--- config.mk ---
export PLATFORM = sky130hd
export DESIGN_NAME = gpio_edge_bank
export DESIGN_NICKNAME = d
export VERILOG_FILES = /design/src/rtl/gpio_edge_pkg.sv /design/src/rtl/gpio_sync.sv /design/src/rtl/gpio_edge_det.sv /design/src/rtl/gpio_irq_ctrl.sv /design/src/rtl/gpio_regs.sv /design/src/rtl/gpio_edge_bank.sv
export SDC_FILE = /design/constraint.sdc
export NUM_CORES = 1
export LEC_CHECK = 0
export ABC_AREA = 1
export BUFFER_PORTS_ARGS = -buffer_cell sky130_fd_sc_hd__buf_2
export CAP_MARGIN = 20
export CORE_MARGIN = 8
export CORE_UTILIZATION = 52
export CTS_BUF_LIST = sky130_fd_sc_hd__clkbuf_4 sky130_fd_sc_hd__clkbuf_8 sky130_fd_sc_hd__clkbuf_16
export CTS_CLUSTER_SIZE = 30
export DETAILED_ROUTE_END_ITERATION = 12
export PLACE_DENSITY_LB_ADDON = 0.12
export SKIP_CTS_REPAIR_TIMING = 1
export SYNTH_ARGS = -nofsm -noshare
export SYNTH_HDL_FRONTEND = slang
export SYNTH_SLANG_ARGS = --single-unit
--- constraint.sdc ---
create_clock -name clk_i -period 1.7 [get_ports clk_i]
set_clock_uncertainty 0.15 [all_clocks]
set_input_delay 0.34 -clock clk_i [delete_from_list [all_inputs] [get_ports clk_i]]
set_output_delay 0.34 -clock clk_i [all_outputs]
set_load 0.03 [all_outputs]
--- src/rtl/gpio_edge_pkg.sv ---
package gpio_edge_pkg;
  localparam int unsigned PINS_PER_CTRL = 8;

  typedef enum logic [1:0] {
    EDGE_OFF  = 2'b00,
    EDGE_RISE = 2'b01,
    EDGE_FALL = 2'b10,
    EDGE_BOTH = 2'b11
  } edge_sel_e;

  localparam logic [7:0] OFS_REV      = 8'h00;
  localparam logic [7:0] OFS_CFG      = 8'h10;
  localparam logic [7:0] OFS_STS      = 8'h14;
  localparam logic [7:0] OFS_IRQSTAT  = 8'h18;
  localparam logic [7:0] OFS_IRQEN    = 8'h1C;
  localparam logic [7:0] OFS_WAKEEN   = 8'h28;
  localparam logic [7:0] OFS_DIN      = 8'h2C;
  localparam logic [7:0] OFS_DOUT     = 8'h30;
  localparam logic [7:0] OFS_DIR      = 8'h34;
  localparam logic [7:0] OFS_EDGE_LO  = 8'h38;
  localparam logic [7:0] OFS_EDGE_HI  = 8'h3C;
  localparam logic [7:0] OFS_CLR_IE   = 8'h9C;
  localparam logic [7:0] OFS_CLR_WAKE = 8'hA8;
  localparam logic [7:0] OFS_CLR_DOUT = 8'hB0;
  localparam logic [7:0] OFS_SET_IE   = 8'hDC;
  localparam logic [7:0] OFS_SET_WAKE = 8'hE8;
  localparam logic [7:0] OFS_SET_DOUT = 8'hF0;
endpackage

--- src/rtl/gpio_sync.sv ---
module gpio_sync #(
  parameter int unsigned W      = 16,
  parameter int unsigned STAGES = 2
) (
  input  logic         clk_i,
  input  logic         rst_ni,
  input  logic [W-1:0] d_i,
  output logic [W-1:0] q_o
);
  logic [W-1:0] stg_q [STAGES];

  always_ff @(posedge clk_i or negedge rst_ni) begin
    if (!rst_ni) begin
      for (int i = 0; i < STAGES; i++) stg_q[i] <= '0;
    end else begin
      stg_q[0] <= d_i;
      for (int i = 1; i < STAGES; i++) stg_q[i] <= stg_q[i-1];
    end
  end

  assign q_o = stg_q[STAGES-1];
endmodule

--- src/rtl/gpio_edge_det.sv ---
module gpio_edge_det
  import gpio_edge_pkg::*;
#(
  parameter int unsigned NPINS  = 16,
  parameter int unsigned CTRL_W = 2 * PINS_PER_CTRL
) (
  input  logic              clk_i,
  input  logic              rst_ni,
  input  logic [NPINS-1:0]  sync_i,
  input  logic [CTRL_W-1:0] edge_lo_i,
  input  logic [CTRL_W-1:0] edge_hi_i,
  output logic [NPINS-1:0]  evt_o
);
  logic [NPINS-1:0] prev_q;

  always_ff @(posedge clk_i or negedge rst_ni) begin
    if (!rst_ni) prev_q <= '0;
    else         prev_q <= sync_i;
  end

  for (genvar p = 0; p < NPINS; p++) begin : g_pin
    edge_sel_e sel;
    logic      rise, fall;
    if (p < PINS_PER_CTRL) begin : g_lo
      assign sel = edge_sel_e'(edge_lo_i[2*p +: 2]);
    end else begin : g_hi
      assign sel = edge_sel_e'(edge_hi_i[2*(p-PINS_PER_CTRL) +: 2]);
    end
    assign rise = sync_i[p] & ~prev_q[p];
    assign fall = ~sync_i[p] & prev_q[p];
    always_comb begin
      unique case (sel)
        EDGE_RISE: evt_o[p] = rise;
        EDGE_FALL: evt_o[p] = fall;
        EDGE_BOTH: evt_o[p] = rise | fall;
        default:   evt_o[p] = 1'b0;
      endcase
    end
  end
endmodule

--- src/rtl/gpio_irq_ctrl.sv ---
module gpio_irq_ctrl #(
  parameter int unsigned NPINS = 16
) (
  input  logic             clk_i,
  input  logic             rst_ni,
  input  logic [NPINS-1:0] evt_i,
  input  logic [NPINS-1:0] clr_i,
  input  logic [NPINS-1:0] ie_i,
  input  logic [NPINS-1:0] wake_en_i,
  output logic [NPINS-1:0] status_o,
  output logic             irq_o,
  output logic             wake_o
);
  logic [NPINS-1:0] status_q;
  logic             wake_q;

  // new edges win over a simultaneous clear
  always_ff @(posedge clk_i or negedge rst_ni) begin
    if (!rst_ni) begin
      status_q <= '0;
      wake_q   <= 1'b0;
    end else begin
      status_q <= (status_q & ~clr_i) | evt_i;
      wake_q   <= |(evt_i & wake_en_i);
    end
  end

  assign status_o = status_q;
  assign irq_o    = |(status_q & ie_i);
  assign wake_o   = wake_q;
endmodule

--- src/rtl/gpio_regs.sv ---
module gpio_regs
  import gpio_edge_pkg::*;
#(
  parameter int unsigned NPINS     = 16,
  parameter int unsigned ADDR_W    = 8,
  parameter int unsigned DATA_W    = 32,
  parameter int unsigned CTRL_W    = 2 * PINS_PER_CTRL,
  parameter logic [3:0]  REV_MAJOR = 4'd1,
  parameter logic [3:0]  REV_MINOR = 4'd0
) (
  input  logic              clk_i,
  input  logic              rst_ni,
  input  logic [ADDR_W-1:0] addr_i,
  input  logic              we_i,
  input  logic [DATA_W-1:0] wdata_i,
  output logic [DATA_W-1:0] rdata_o,
  input  logic [NPINS-1:0]  din_i,
  input  logic [NPINS-1:0]  status_i,
  output logic [NPINS-1:0]  dout_o,
  output logic [NPINS-1:0]  dir_o,
  output logic [NPINS-1:0]  ie_o,
  output logic [NPINS-1:0]  wake_en_o,
  output logic [CTRL_W-1:0] edge_lo_o,
  output logic [CTRL_W-1:0] edge_hi_o,
  output logic [NPINS-1:0]  clr_o
);
  localparam int unsigned CFG_W = 8;

  logic [NPINS-1:0]  dout_q, dir_q, ie_q, wake_q;
  logic [NPINS-1:0]  dout_d, dir_d, ie_d, wake_d;
  logic [CTRL_W-1:0] elo_q, ehi_q, elo_d, ehi_d;
  logic [CFG_W-1:0]  cfg_q, cfg_d;
  logic [NPINS-1:0]  mask;
  logic              wdata_unused;

  assign mask         = wdata_i[NPINS-1:0];
  assign wdata_unused = ^wdata_i[DATA_W-1:NPINS];

  always_comb begin
    dout_d = dout_q;
    dir_d  = dir_q;
    ie_d   = ie_q;
    wake_d = wake_q;
    elo_d  = elo_q;
    ehi_d  = ehi_q;
    cfg_d  = cfg_q;
    clr_o  = '0;
    if (we_i) begin
      unique case (addr_i)
        ADDR_W'(OFS_CFG):      cfg_d  = wdata_i[CFG_W-1:0];
        ADDR_W'(OFS_IRQSTAT):  clr_o  = mask;
        ADDR_W'(OFS_IRQEN):    ie_d   = mask;
        ADDR_W'(OFS_WAKEEN):   wake_d = mask;
        ADDR_W'(OFS_DOUT):     dout_d = mask;
        ADDR_W'(OFS_DIR):      dir_d  = mask;
        ADDR_W'(OFS_EDGE_LO):  elo_d  = wdata_i[CTRL_W-1:0];
        ADDR_W'(OFS_EDGE_HI):  ehi_d  = wdata_i[CTRL_W-1:0];
        ADDR_W'(OFS_SET_IE):   ie_d   = ie_q | mask;
        ADDR_W'(OFS_CLR_IE):   ie_d   = ie_q & ~mask;
        ADDR_W'(OFS_SET_WAKE): wake_d = wake_q | mask;
        ADDR_W'(OFS_CLR_WAKE): wake_d = wake_q & ~mask;
        ADDR_W'(OFS_SET_DOUT): dout_d = dout_q | mask;
        ADDR_W'(OFS_CLR_DOUT): dout_d = dout_q & ~mask;
        default: ;
      endcase
    end
  end

  always_ff @(posedge clk_i or negedge rst_ni) begin
    if (!rst_ni) begin
      dout_q <= '0;
      dir_q  <= '1;
      ie_q   <= '0;
      wake_q <= '0;
      elo_q  <= '0;
      ehi_q  <= '0;
      cfg_q  <= '0;
    end else begin
      dout_q <= dout_d;
      dir_q  <= dir_d;
      ie_q   <= ie_d;
      wake_q <= wake_d;
      elo_q  <= elo_d;
      ehi_q  <= ehi_d;
      cfg_q  <= cfg_d;
    end
  end

  always_comb begin
    unique case (addr_i)
      ADDR_W'(OFS_REV):     rdata_o = DATA_W'({REV_MAJOR, REV_MINOR});
      ADDR_W'(OFS_CFG):     rdata_o = DATA_W'(cfg_q);
      ADDR_W'(OFS_STS):     rdata_o = DATA_W'(1);
      ADDR_W'(OFS_IRQSTAT): rdata_o = DATA_W'(status_i);
      ADDR_W'(OFS_IRQEN):   rdata_o = DATA_W'(ie_q);
      ADDR_W'(OFS_WAKEEN):  rdata_o = DATA_W'(wake_q);
      ADDR_W'(OFS_DIN):     rdata_o = DATA_W'(din_i);
      ADDR_W'(OFS_DOUT):    rdata_o = DATA_W'(dout_q);
      ADDR_W'(OFS_DIR):     rdata_o = DATA_W'(dir_q);
      ADDR_W'(OFS_EDGE_LO): rdata_o = DATA_W'(elo_q);
      ADDR_W'(OFS_EDGE_HI): rdata_o = DATA_W'(ehi_q);
      default:              rdata_o = '0;
    endcase
  end

  assign dout_o    = dout_q;
  assign dir_o     = dir_q;
  assign ie_o      = ie_q;
  assign wake_en_o = wake_q;
  assign edge_lo_o = elo_q;
  assign edge_hi_o = ehi_q;
endmodule

--- src/rtl/gpio_edge_bank.sv ---
module gpio_edge_bank
  import gpio_edge_pkg::*;
#(
  parameter int unsigned NPINS       = 16,
  parameter int unsigned ADDR_W      = 8,
  parameter int unsigned DATA_W      = 32,
  parameter int unsigned SYNC_STAGES = 2,
  parameter logic [3:0]  REV_MAJOR   = 4'd1,
  parameter logic [3:0]  REV_MINOR   = 4'd0
) (
  input  logic              clk_i,
  input  logic              rst_ni,
  input  logic [ADDR_W-1:0] addr_i,
  input  logic              we_i,
  input  logic [DATA_W-1:0] wdata_i,
  output logic [DATA_W-1:0] rdata_o,
  input  logic [NPINS-1:0]  pin_i,
  output logic [NPINS-1:0]  pin_o,
  output logic [NPINS-1:0]  pin_oe_o,
  output logic              irq_o,
  output logic              wake_o
);
  localparam int unsigned CTRL_W = 2 * PINS_PER_CTRL;

  logic [NPINS-1:0]  din, dout, dir, ie, wake_en, status, evt, clr;
  logic [CTRL_W-1:0] edge_lo, edge_hi;

  gpio_sync #(.W(NPINS), .STAGES(SYNC_STAGES)) u_sync (
    .clk_i (clk_i),
    .rst_ni(rst_ni),
    .d_i   (pin_i),
    .q_o   (din)
  );

  gpio_edge_det #(.NPINS(NPINS), .CTRL_W(CTRL_W)) u_edge (
    .clk_i    (clk_i),
    .rst_ni   (rst_ni),
    .sync_i   (din),
    .edge_lo_i(edge_lo),
    .edge_hi_i(edge_hi),
    .evt_o    (evt)
  );

  gpio_regs #(
    .NPINS(NPINS), .ADDR_W(ADDR_W), .DATA_W(DATA_W), .CTRL_W(CTRL_W),
    .REV_MAJOR(REV_MAJOR), .REV_MINOR(REV_MINOR)
  ) u_regs (
    .clk_i    (clk_i),
    .rst_ni   (rst_ni),
    .addr_i   (addr_i),
    .we_i     (we_i),
    .wdata_i  (wdata_i),
    .rdata_o  (rdata_o),
    .din_i    (din),
    .status_i (status),
    .dout_o   (dout),
    .dir_o    (dir),
    .ie_o     (ie),
    .wake_en_o(wake_en),
    .edge_lo_o(edge_lo),
    .edge_hi_o(edge_hi),
    .clr_o    (clr)
  );

  gpio_irq_ctrl #(.NPINS(NPINS)) u_irq (
    .clk_i    (clk_i),
    .rst_ni   (rst_ni),
    .evt_i    (evt),
    .clr_i    (clr),
    .ie_i     (ie),
    .wake_en_i(wake_en),
    .status_o (status),
    .irq_o    (irq_o),
    .wake_o   (wake_o)
  );

  assign pin_oe_o = ~dir;
  assign pin_o    = dout & ~dir;
endmodule

### Yosys cells after proc, flatten, opt, wreduce, memory -nomap -nowiden

Cells that the tools add are included.

| storage, ports and cells | value |
|---|---|
| flip-flop bits (word level) | 169 |
| input port bits | 59 |
| word-level logic and storage cells | 205 |

| cells by class | value |
|---|---|
| eq/ne operators | 64 |
| multiplexer cells | 22 |
| bitwise operators | 94 |
| reductions and logical operators | 13 |

Operators by type and width:

| operator | number |
|---|---|
| $pmux W16 S11 | 1 |
| $pmux W16 S3 | 3 |
| $and A16 B16 Y16 | 7 |
| $eq A2 B2 Y1 const B | 32 |
| $or A16 B16 Y16 | 4 |
| $eq A8 B6 Y1 const B | 6 |
| $eq A8 B8 Y1 const B | 6 |
| $not A16 Y16 | 3 |
| $pmux W1 S3 | 16 |
| $and A1 B1 Y1 | 32 |
| $eq A2 B1 Y1 const B | 16 |
| $eq A8 B5 Y1 const B | 4 |
| $mux W16 | 2 |
| $not A1 Y1 | 32 |
| $reduce_or A16 Y1 | 2 |
| $or A1 B1 Y1 | 16 |
| $reduce_and A2 Y1 | 7 |
| $reduce_bool A3 Y1 | 3 |
| $logic_not A8 Y1 | 1 |

### Longest topological paths before layout

Gate-level depths: netlist of run 1.

| logic depth | value |
|---|---|
| depth in word-level cells | 6 |
| mapped depth | 11 |
| mapped depth without buffers | 11 |

### By module

A second synthesis of run 1 with hierarchy kept.

| second synthesis, totals | value |
|---|---|
| cell total of the unflattened synthesis | 1297 |
| area, all modules | 9715.6 um^2 |

Modules (own cells, without submodules):

| module | instances | cells each | area an instance (um^2) | seq. area each (um^2) |
|---|---|---|---|---|
| gpio_regs | 1 | 890 | 6279.8 | 2622.5 |
| gpio_edge_det | 1 | 192 | 1421.4 | 400.4 |
| gpio_sync | 1 | 48 | 920.9 | 800.8 |
| gpio_irq_ctrl | 1 | 119 | 873.3 | 425.4 |
| gpio_edge_bank | 1 | 48 | 220.2 | 0.0 |

### Worst setup path after synthesis of run 1

OpenSTA, ideal clock, no wires.

| path | value |
|---|---|
| path kind | in2out |
| start | input addr_i[1] |
| end | output rdata_o[15] |
| data arrival time | 1.503 ns |
| data required time | 1.210 ns |
| path slack | -0.293 ns |
| cell stages on the path | 8 |
| buffers on the path | 1 |
| path through | nor2_4 > nand3_2 > nor2_2 > inv_2 > buf_2 > o21ai_1 > nor2_1 > nand2_1 |

| between the ends | value |
|---|---|
| longest elaborated chain between the ends | 2 |
| elaborated cells on any way between the ends | 12 |
| those cells by class | eq/ne (10); mux (1); reduce/logical (1) |

Ends and longest elaborated chain:

| element | RTL line | source |
|---|---|---|
| from (decl) | gpio_edge_bank.sv:13 | `input logic [ADDR_W-1:0] addr_i,` |
| $eq A8 B6 Y1, or another cell as far along | gpio_regs.sv:90 | `unique case (addr_i)` |
| $pmux W16 S11 * | gpio_regs.sv:90 |  |
| to (decl) | gpio_edge_bank.sv:16 | `output logic [DATA_W-1:0] rdata_o,` |

Mark *: on every way between the ends. The rest lies on a longest branch, timed or not.

### Worst setup path after layout of run 1

| path | value |
|---|---|
| start | input addr_i[6] |
| end | output rdata_o[10] |

The elaborated chain is that of the path after synthesis.

==> results of run 1 <==
==> cell type report <==
type                    count  area (um^2)
flip-flops and latches    169         4253
fillers                  1422         5313
repair inverters            1        6.256
well taps                 225        281.5
repair buffers            215         1827
clock buffers              19        446.7
inverters                 192        738.2
clock inverters            13        135.1
multi-input cells         764         4177
==> synth_stat cells, types with 10 or more instances <==
cell / n / area share
buf_2: 10 / 0.0055
buf_4: 18 / 0.015
clkbuf_1: 17 / 0.0071
dfrtp_1: 153 / 0.42
dfstp_2: 16 / 0.046
ha_1: 32 / 0.044
inv_1: 186 / 0.077
nand2_1: 261 / 0.11
nand3_1: 106 / 0.059
nand3b_1: 14 / 0.012
nor2_1: 113 / 0.047
o21ai_0: 111 / 0.061
o21ai_1: 32 / 0.018
o21ai_2: 20 / 0.019
o21bai_1: 12 / 0.010
==> tightest hold or removal path, stage by stage <==
cell	delay [ps]
buf_2	140
inv_1	100
o21ai_1	80
==> worst paths after layout <==
| kind | end | slack, ps | depth (start not counted) |
|---|---|---|---|
| max in group asynchronous | u_sync.q_o[14]$_DFF_PN0_ | 630 | 3 |
| setup / recovery | rdata_o[10] | -490 | 12 |
| hold / removal | u_regs.dir_o[13]$_DFFE_PN1P_ | 70 | 3 |
| setup reg to reg | u_irq.wake_o$_DFF_PN0_ | -70 | 10 |
| hold reg to reg | u_sync.q_o[11]$_DFF_PN0_ | 200 | 0 |
| min in group asynchronous | u_regs.dir_o[4]$_DFFE_PN1P_ | 280 | 2 |
==> sequential cells by signal (all words and copies together), names as in the netlist <==
| name | cells |
|---|---|
| u_edge.prev_q | 16 |
| u_irq.status_o | 16 |
| u_irq.wake_o | 1 |
| u_regs.cfg_q | 8 |
| u_regs.dir_o | 16 |
| u_regs.dout_o | 16 |
| u_regs.edge_hi_o | 16 |
| u_regs.edge_lo_o | 16 |
| u_regs.ie_o | 16 |
| u_regs.wake_en_o | 16 |
| u_sync.q_o | 16 |
| u_sync.stg_q | 16 |
==> per-layer routing <==
| metal | part of all wire | global-route usage | up-vias |
|---|---|---|---|
| met3 | 0.094 | 0.06665 | 88 |
| met4 | 0.030 | 0.1086 | 0 |
| met5 | 0 | 0 | - |
| met1 | 0.42 | 0.3575 | 3976 |
| met2 | 0.46 | 0.4014 | 450 |
| li1 | - | - | 4027 |
==> stage by stage <==
stage | total power (W) | util | hold WS [ps] | instance area [um^2]
after floorplan | 0.005253 | - | -105.6 | 9229
after global placement | 0.005800 | 0.6083 | 156.2 | 10450
after detailed placement | 0.005828 | 0.6083 | 153.4 | 10450
after CTS | 0.009692 | 0.6422 | -306.2 | 11030
after global routing | 0.01017 | 0.6907 | 64.57 | 11860
final | 0.009831 | 0.6907 | 68.15 | 11860
==> placed cells by master, fill, tap and decap left out, types with 8 or more instances in the layout <==
| master | instances |
|---|---|
| inv_1 | 177 |
| buf_12 | 11 |
| buf_4 | 88 |
| dfrtp_1 | 150 |
| nand3_1 | 92 |
| buf_2 | 57 |
| clkbuf_16 | 18 |
| nor2_2 | 8 |
| nor2_4 | 11 |
| dlygate4sd3_1 | 17 |
| nand3_2 | 14 |
| o21ai_0 | 69 |
| inv_2 | 11 |
| o21ai_1 | 59 |
| o21ai_2 | 31 |
| buf_6 | 40 |
| conb_1 | 16 |
| ha_1 | 32 |
| nand2_1 | 237 |
| nand3b_1 | 14 |
| nor2_1 | 103 |
| dfstp_2 | 16 |
| nand2_2 | 28 |
| o21bai_1 | 12 |
==> power groups by stage <==
stage / combinational [W] / clock (W) / sequential, W
after floorplan: 0.000702 / 0 / 0.00455
after global placement: 0.00119 / 0 / 0.00461
after detailed placement: 0.00121 / 0 / 0.00462
after CTS: 0.00122 / 0.00393 / 0.00455
after global routing: 0.00152 / 0.00407 / 0.00459
final: 0.00138 / 0.00389 / 0.00456
==> cells by family after synthesis <==
family	count (synthesis)
AND/OR/NAND/NOR	529
adder cells (fa/ha/maj)	32
AO/OA/AOI/OAI	187
other	1
flip-flops	169
buffers and inverters	240
==> results.cfg, run 1 <==
[worst_setup_path]
worst_setup_path_startpoint = addr_i[6]
r2r-start = u_sync.q_o[5]$_DFF_PN0_
cp.arrival_ps = 1700
crit_type = primary input to primary output
start_kind = primary input
critPathMaxStageDelay_ps = 160
end_kind = primary output
worstPathCellList = buf_2 -> nor2_4 -> buf_6 -> nand2_8 -> buf_6 -> nor2_4 -> buf_4 -> inv_8 -> o21ai_4 -> nor2_1 -> nand2_2 -> buf_6
cp_top_family = buffers and inverters
path_max_fanout = 6
cp_num_buf_inv = 6
cp_slowest_cell = o21ai_4
cp.required_ps = 1210
cpMostUsedCell = buf_6

[sta]
fmax_mhz = 457.0
min_period_ps = 2188
fin_setup_tns_ps = -8443
setup_viol = 40
slew_viol_final = 0
final_hold_viol_count = 0
rsz0062_at_grt = true
finalCritPeriodShare = 1.287
setup_ws_ps = -488.1

[cells_and_area]
final-instance-count-excl-fill = 1598
area_delta_synth_final_pct = 31.22
drive_above_1_share = 0.2739
nNetsFinal = 1451
diodes = 0

[synth]
ys.flop_type = dfrtp_1
synth-seq-area-share = 0.4700
postSynthAreaPerCell_um2 = 7.808
synthesis.area_mm2 = 0.009041
async_reset_ff_frac = 1.000
synth_edf_count = 0
ys_types = 33
synth-compound-area-share = 0.1162
synth_top_family_by_area = simple AND/OR/NAND/NOR gates
synth-simple-area-share = 0.2578
synth_mux_area_frac = 0
synthAdderAreaFrac = 0.04428
ys.warnings.count = 0
synthCells = 1158
synth_xor_xnor_area_share = 0
ys_ff_latch = 169

[route]
drt-total-wl_um = 29750
ant_nets = 0
num_vias = 8541
route.detailed.drc = 0
first_pass_iters = 8
drt_iter0_markers = 773
wire_per_inst_um = 18.62
via_per_inst = 5.345

[worst_hold_path]
min_path_type = primary input to flip-flop
min_from = wdata_i[13]

[clock_tree]
ctsRootBufferMaster = clkbuf_16
cts.sinks = 169
cts_tree = built
cts.clk_slew.worst_paths_ps = 70
clock_latency_ps = 440
h-tree-depth = 4
clock_path_buffers = 2
numCtsBuffers = 17

[pwr]
clkPwrFrac = 0.395
ir_drop_mv = 0.6413
leakage_nw = 6.072
p_per_area_mw_per_mm2 = 828.7
seqPwrFrac = 0.464
swShare = 0.2932
combPwrFrac = 0.141
p_switching_w = 0.002882
internal_power_w = 0.006949

[floorplanning]
rows = 48
start_util = 0.5264
core_area_mm2 = 0.01718
die_height_um = 147.9
die_area_mm2 = 0.02186
die_x_um = 147.9
io_pins = 125

[placed_design]
port_buffers = 92
place_inst = 1532
dp_hpwl_um = 20670
place_ws_ps = -735.8
globalplace.congestion = 0.8863

[run_status]
status = complete, but fails checks
violations = setup timing

[global_routing]
antenna_found_initial = 0
grt_max_degree = 82
grt_pass1_vias = 8093
grtUsageTotal = 0.2654
overflow = 0
grt_pass1_wl_um = 44740

[run]
max_cap_violations = 0
No activity file was read; power rests on OpenSTA's default activity.
==> run 2: changes to the inputs <==
==> constraint.sdc (replaced) <==
create_clock -name clk_i -period 1.7 [get_ports clk_i]
set_clock_uncertainty 0.15 [all_clocks]
set_input_delay 0.17 -clock clk_i [delete_from_list [all_inputs] [get_ports clk_i]]
set_output_delay 0.17 -clock clk_i [all_outputs]
set_load 0.03 [all_outputs]
==> run 2 against run 1 <==
  * Setup slack improved by 150 ps
  * Clock-buffer cell count fell by 2
  * Combinational power rose by 7%
  * Clock power barely moved
  * Sequential share of layout area fell by 0.40 points
  * Utilization rose by 0.79 points
  * Die area did not move
  * Fmax rose by 7.1%
  * Cell count rose by 1.0%
  * The run ends with hold timing, setup timing left
  * Sequential cell count did not move
  * Final area rose by 1.1%
  * Non-clock buffer count rose by 16
  * Largest power group unchanged
==> results.cfg, run 2 (same netlist as run 1, synthesis figures left out) <==
[worst_setup_path]
cp.required_ps = 1380
cp.depth = 6
r2r_cells = 10
end_kind = primary output
cp_slowest_cell = dfrtp_1
crit_type = flip-flop to primary output
worstPathCellList = inv_2 -> o22ai_4 -> nor4_2 -> buf_4 -> nand2_4 -> buf_6
start_kind = flip-flop
cp_num_buf_inv = 3
critPathMaxStageDelay_ps = 440
path_max_fanout = 3
cp_top_family = flip-flops
cp.arrival_ps = 1720

[placed_design]
place_inst = 1536
place_ws_ps = -259.2
dp_hpwl_um = 22120
postPlaceCellArea_mm2 = 0.01039
globalplace.congestion = 0.9715
port_buffers = 92

[cells_and_area]
drive_above_1_share = 0.2829
multiInputGateArea_mm2 = 0.004209
nNetsFinal = 1467
fillCellCount = 1418
area_delta_synth_final_pct = 32.72
final-instance-count-excl-fill = 1614
diodes = 0
final_common_cell = nand2_1
seqCellArea_mm2 = 0.004253
final_cell_mix = nand2_1, inv_1, dfrtp_1
final_area_mm2 = 0.01200

[global_routing]
antenna_found_initial = 0
grt_pass1_wl_um = 45160
overflow = 0
grt_max_degree = 51
grt_pass1_vias = 7968
grtUsageTotal = 0.2678

[sta]
finalCritPeriodShare = 1.202
fin_setup_tns_ps = -3150
fmax_mhz = 489.5
final_hold_viol_count = 8
min_period_ps = 2043
rsz0062_at_grt = true
setup_viol = 18
setup_ws_ps = -343.0
timing.hold.ws_ps = -38.75
slew_viol_final = 0

[floorplanning]
start_util = 0.5264
die_x_um = 147.9
core_area_mm2 = 0.01718
rows = 48
die_area_mm2 = 0.02186
io_pins = 125
die_height_um = 147.9

[clock_tree]
clock_latency_ps = 440
cts.clk_slew.worst_paths_ps = 70
cts.sinks = 169
numCtsBuffers = 17
h-tree-depth = 4
cts_tree = built
ctsRootBufferMaster = clkbuf_16
clock_path_buffers = 2

[route]
via_per_inst = 5.390
num_vias = 8700
drt-total-wl_um = 30240
ant_nets = 0
drt_iter0_markers = 890
first_pass_iters = 5
wire_per_inst_um = 18.73
route.detailed.drc = 0

[worst_hold_path]
holdPathStages = 3
min_path_type = primary input to flip-flop

[run_status]
status = complete, but fails checks
violations = hold timing, setup timing

[pwr]
ir_drop_mv = 0.8521
leakage_nw = 6.124
p_per_area_mw_per_mm2 = 830.1

[run]
max_cap_violations = 0
==> run 2: worst register-to-register path, stage by stage, from the launching register on <==
cell      delay [ps]
dfrtp_1          420
inv_1             70
ha_1             280
nand3b_1         120
nand3_2          130
nand2_1          110
nand2_1           60
inv_1             60
nand2_2           50
nor2_2           120
nand2_2           90
==> run 2: where the power goes <==
part           switching, W  internal [W]
Clock               0.00182       0.00208
Sequential         0.000286       0.00431
Combinational      0.000919      0.000546
==> run 2: metal layers <==
layer,wire length [um],track usage,part of all wire,vias to the layer above
met2,13710,0.3986,0.45,452
met3,2738,0.05044,0.091,44
met5,0,0,0,-
met4,442,0.06221,0.015,0
li1,-,-,-,4045
met1,13350,0.3944,0.44,4159
==> run 2: final timing paths <==
kind / startpoint / end / slack (ps)
max: u_regs.ie_o[3]$_DFFE_PN0P_ / irq_o / -340
min: wdata_i[9] / u_regs.dir_o[9]$_DFFE_PN1P_ / -40
max reg2reg: u_sync.q_o[8]$_DFF_PN0_ / u_irq.wake_o$_DFF_PN0_ / -60
min reg2reg: u_sync.stg_q[17]$_DFF_PN0_ / u_sync.q_o[1]$_DFF_PN0_ / 200
max in group asynchronous: rst_ni / u_regs.dir_o[9]$_DFFE_PN1P_ / 750
min in group asynchronous: rst_ni / u_sync.q_o[1]$_DFF_PN0_ / 20
==> run 2: metrics by stage <==
stage                     power [W]    util
after detailed placement   0.005891  0.6051
after floorplan            0.005246       -
after CTS                  0.009757  0.6391
final                      0.009961  0.6986
after global routing        0.01030  0.6986
after global placement     0.005860  0.6051
==> run 2: layout make-up <==
type / count / share of cell area
Inverter: 192 / 0.06100
Tap cell: 225 / 0.02346
Timing Repair inverter: 1 / 0.0006257
Sequential cell: 169 / 0.3544
Clock buffer: 17 / 0.03545
Timing Repair Buffer: 231 / 0.1611
Multi-Input combinational cell: 764 / 0.3508
Clock inverter: 15 / 0.01314
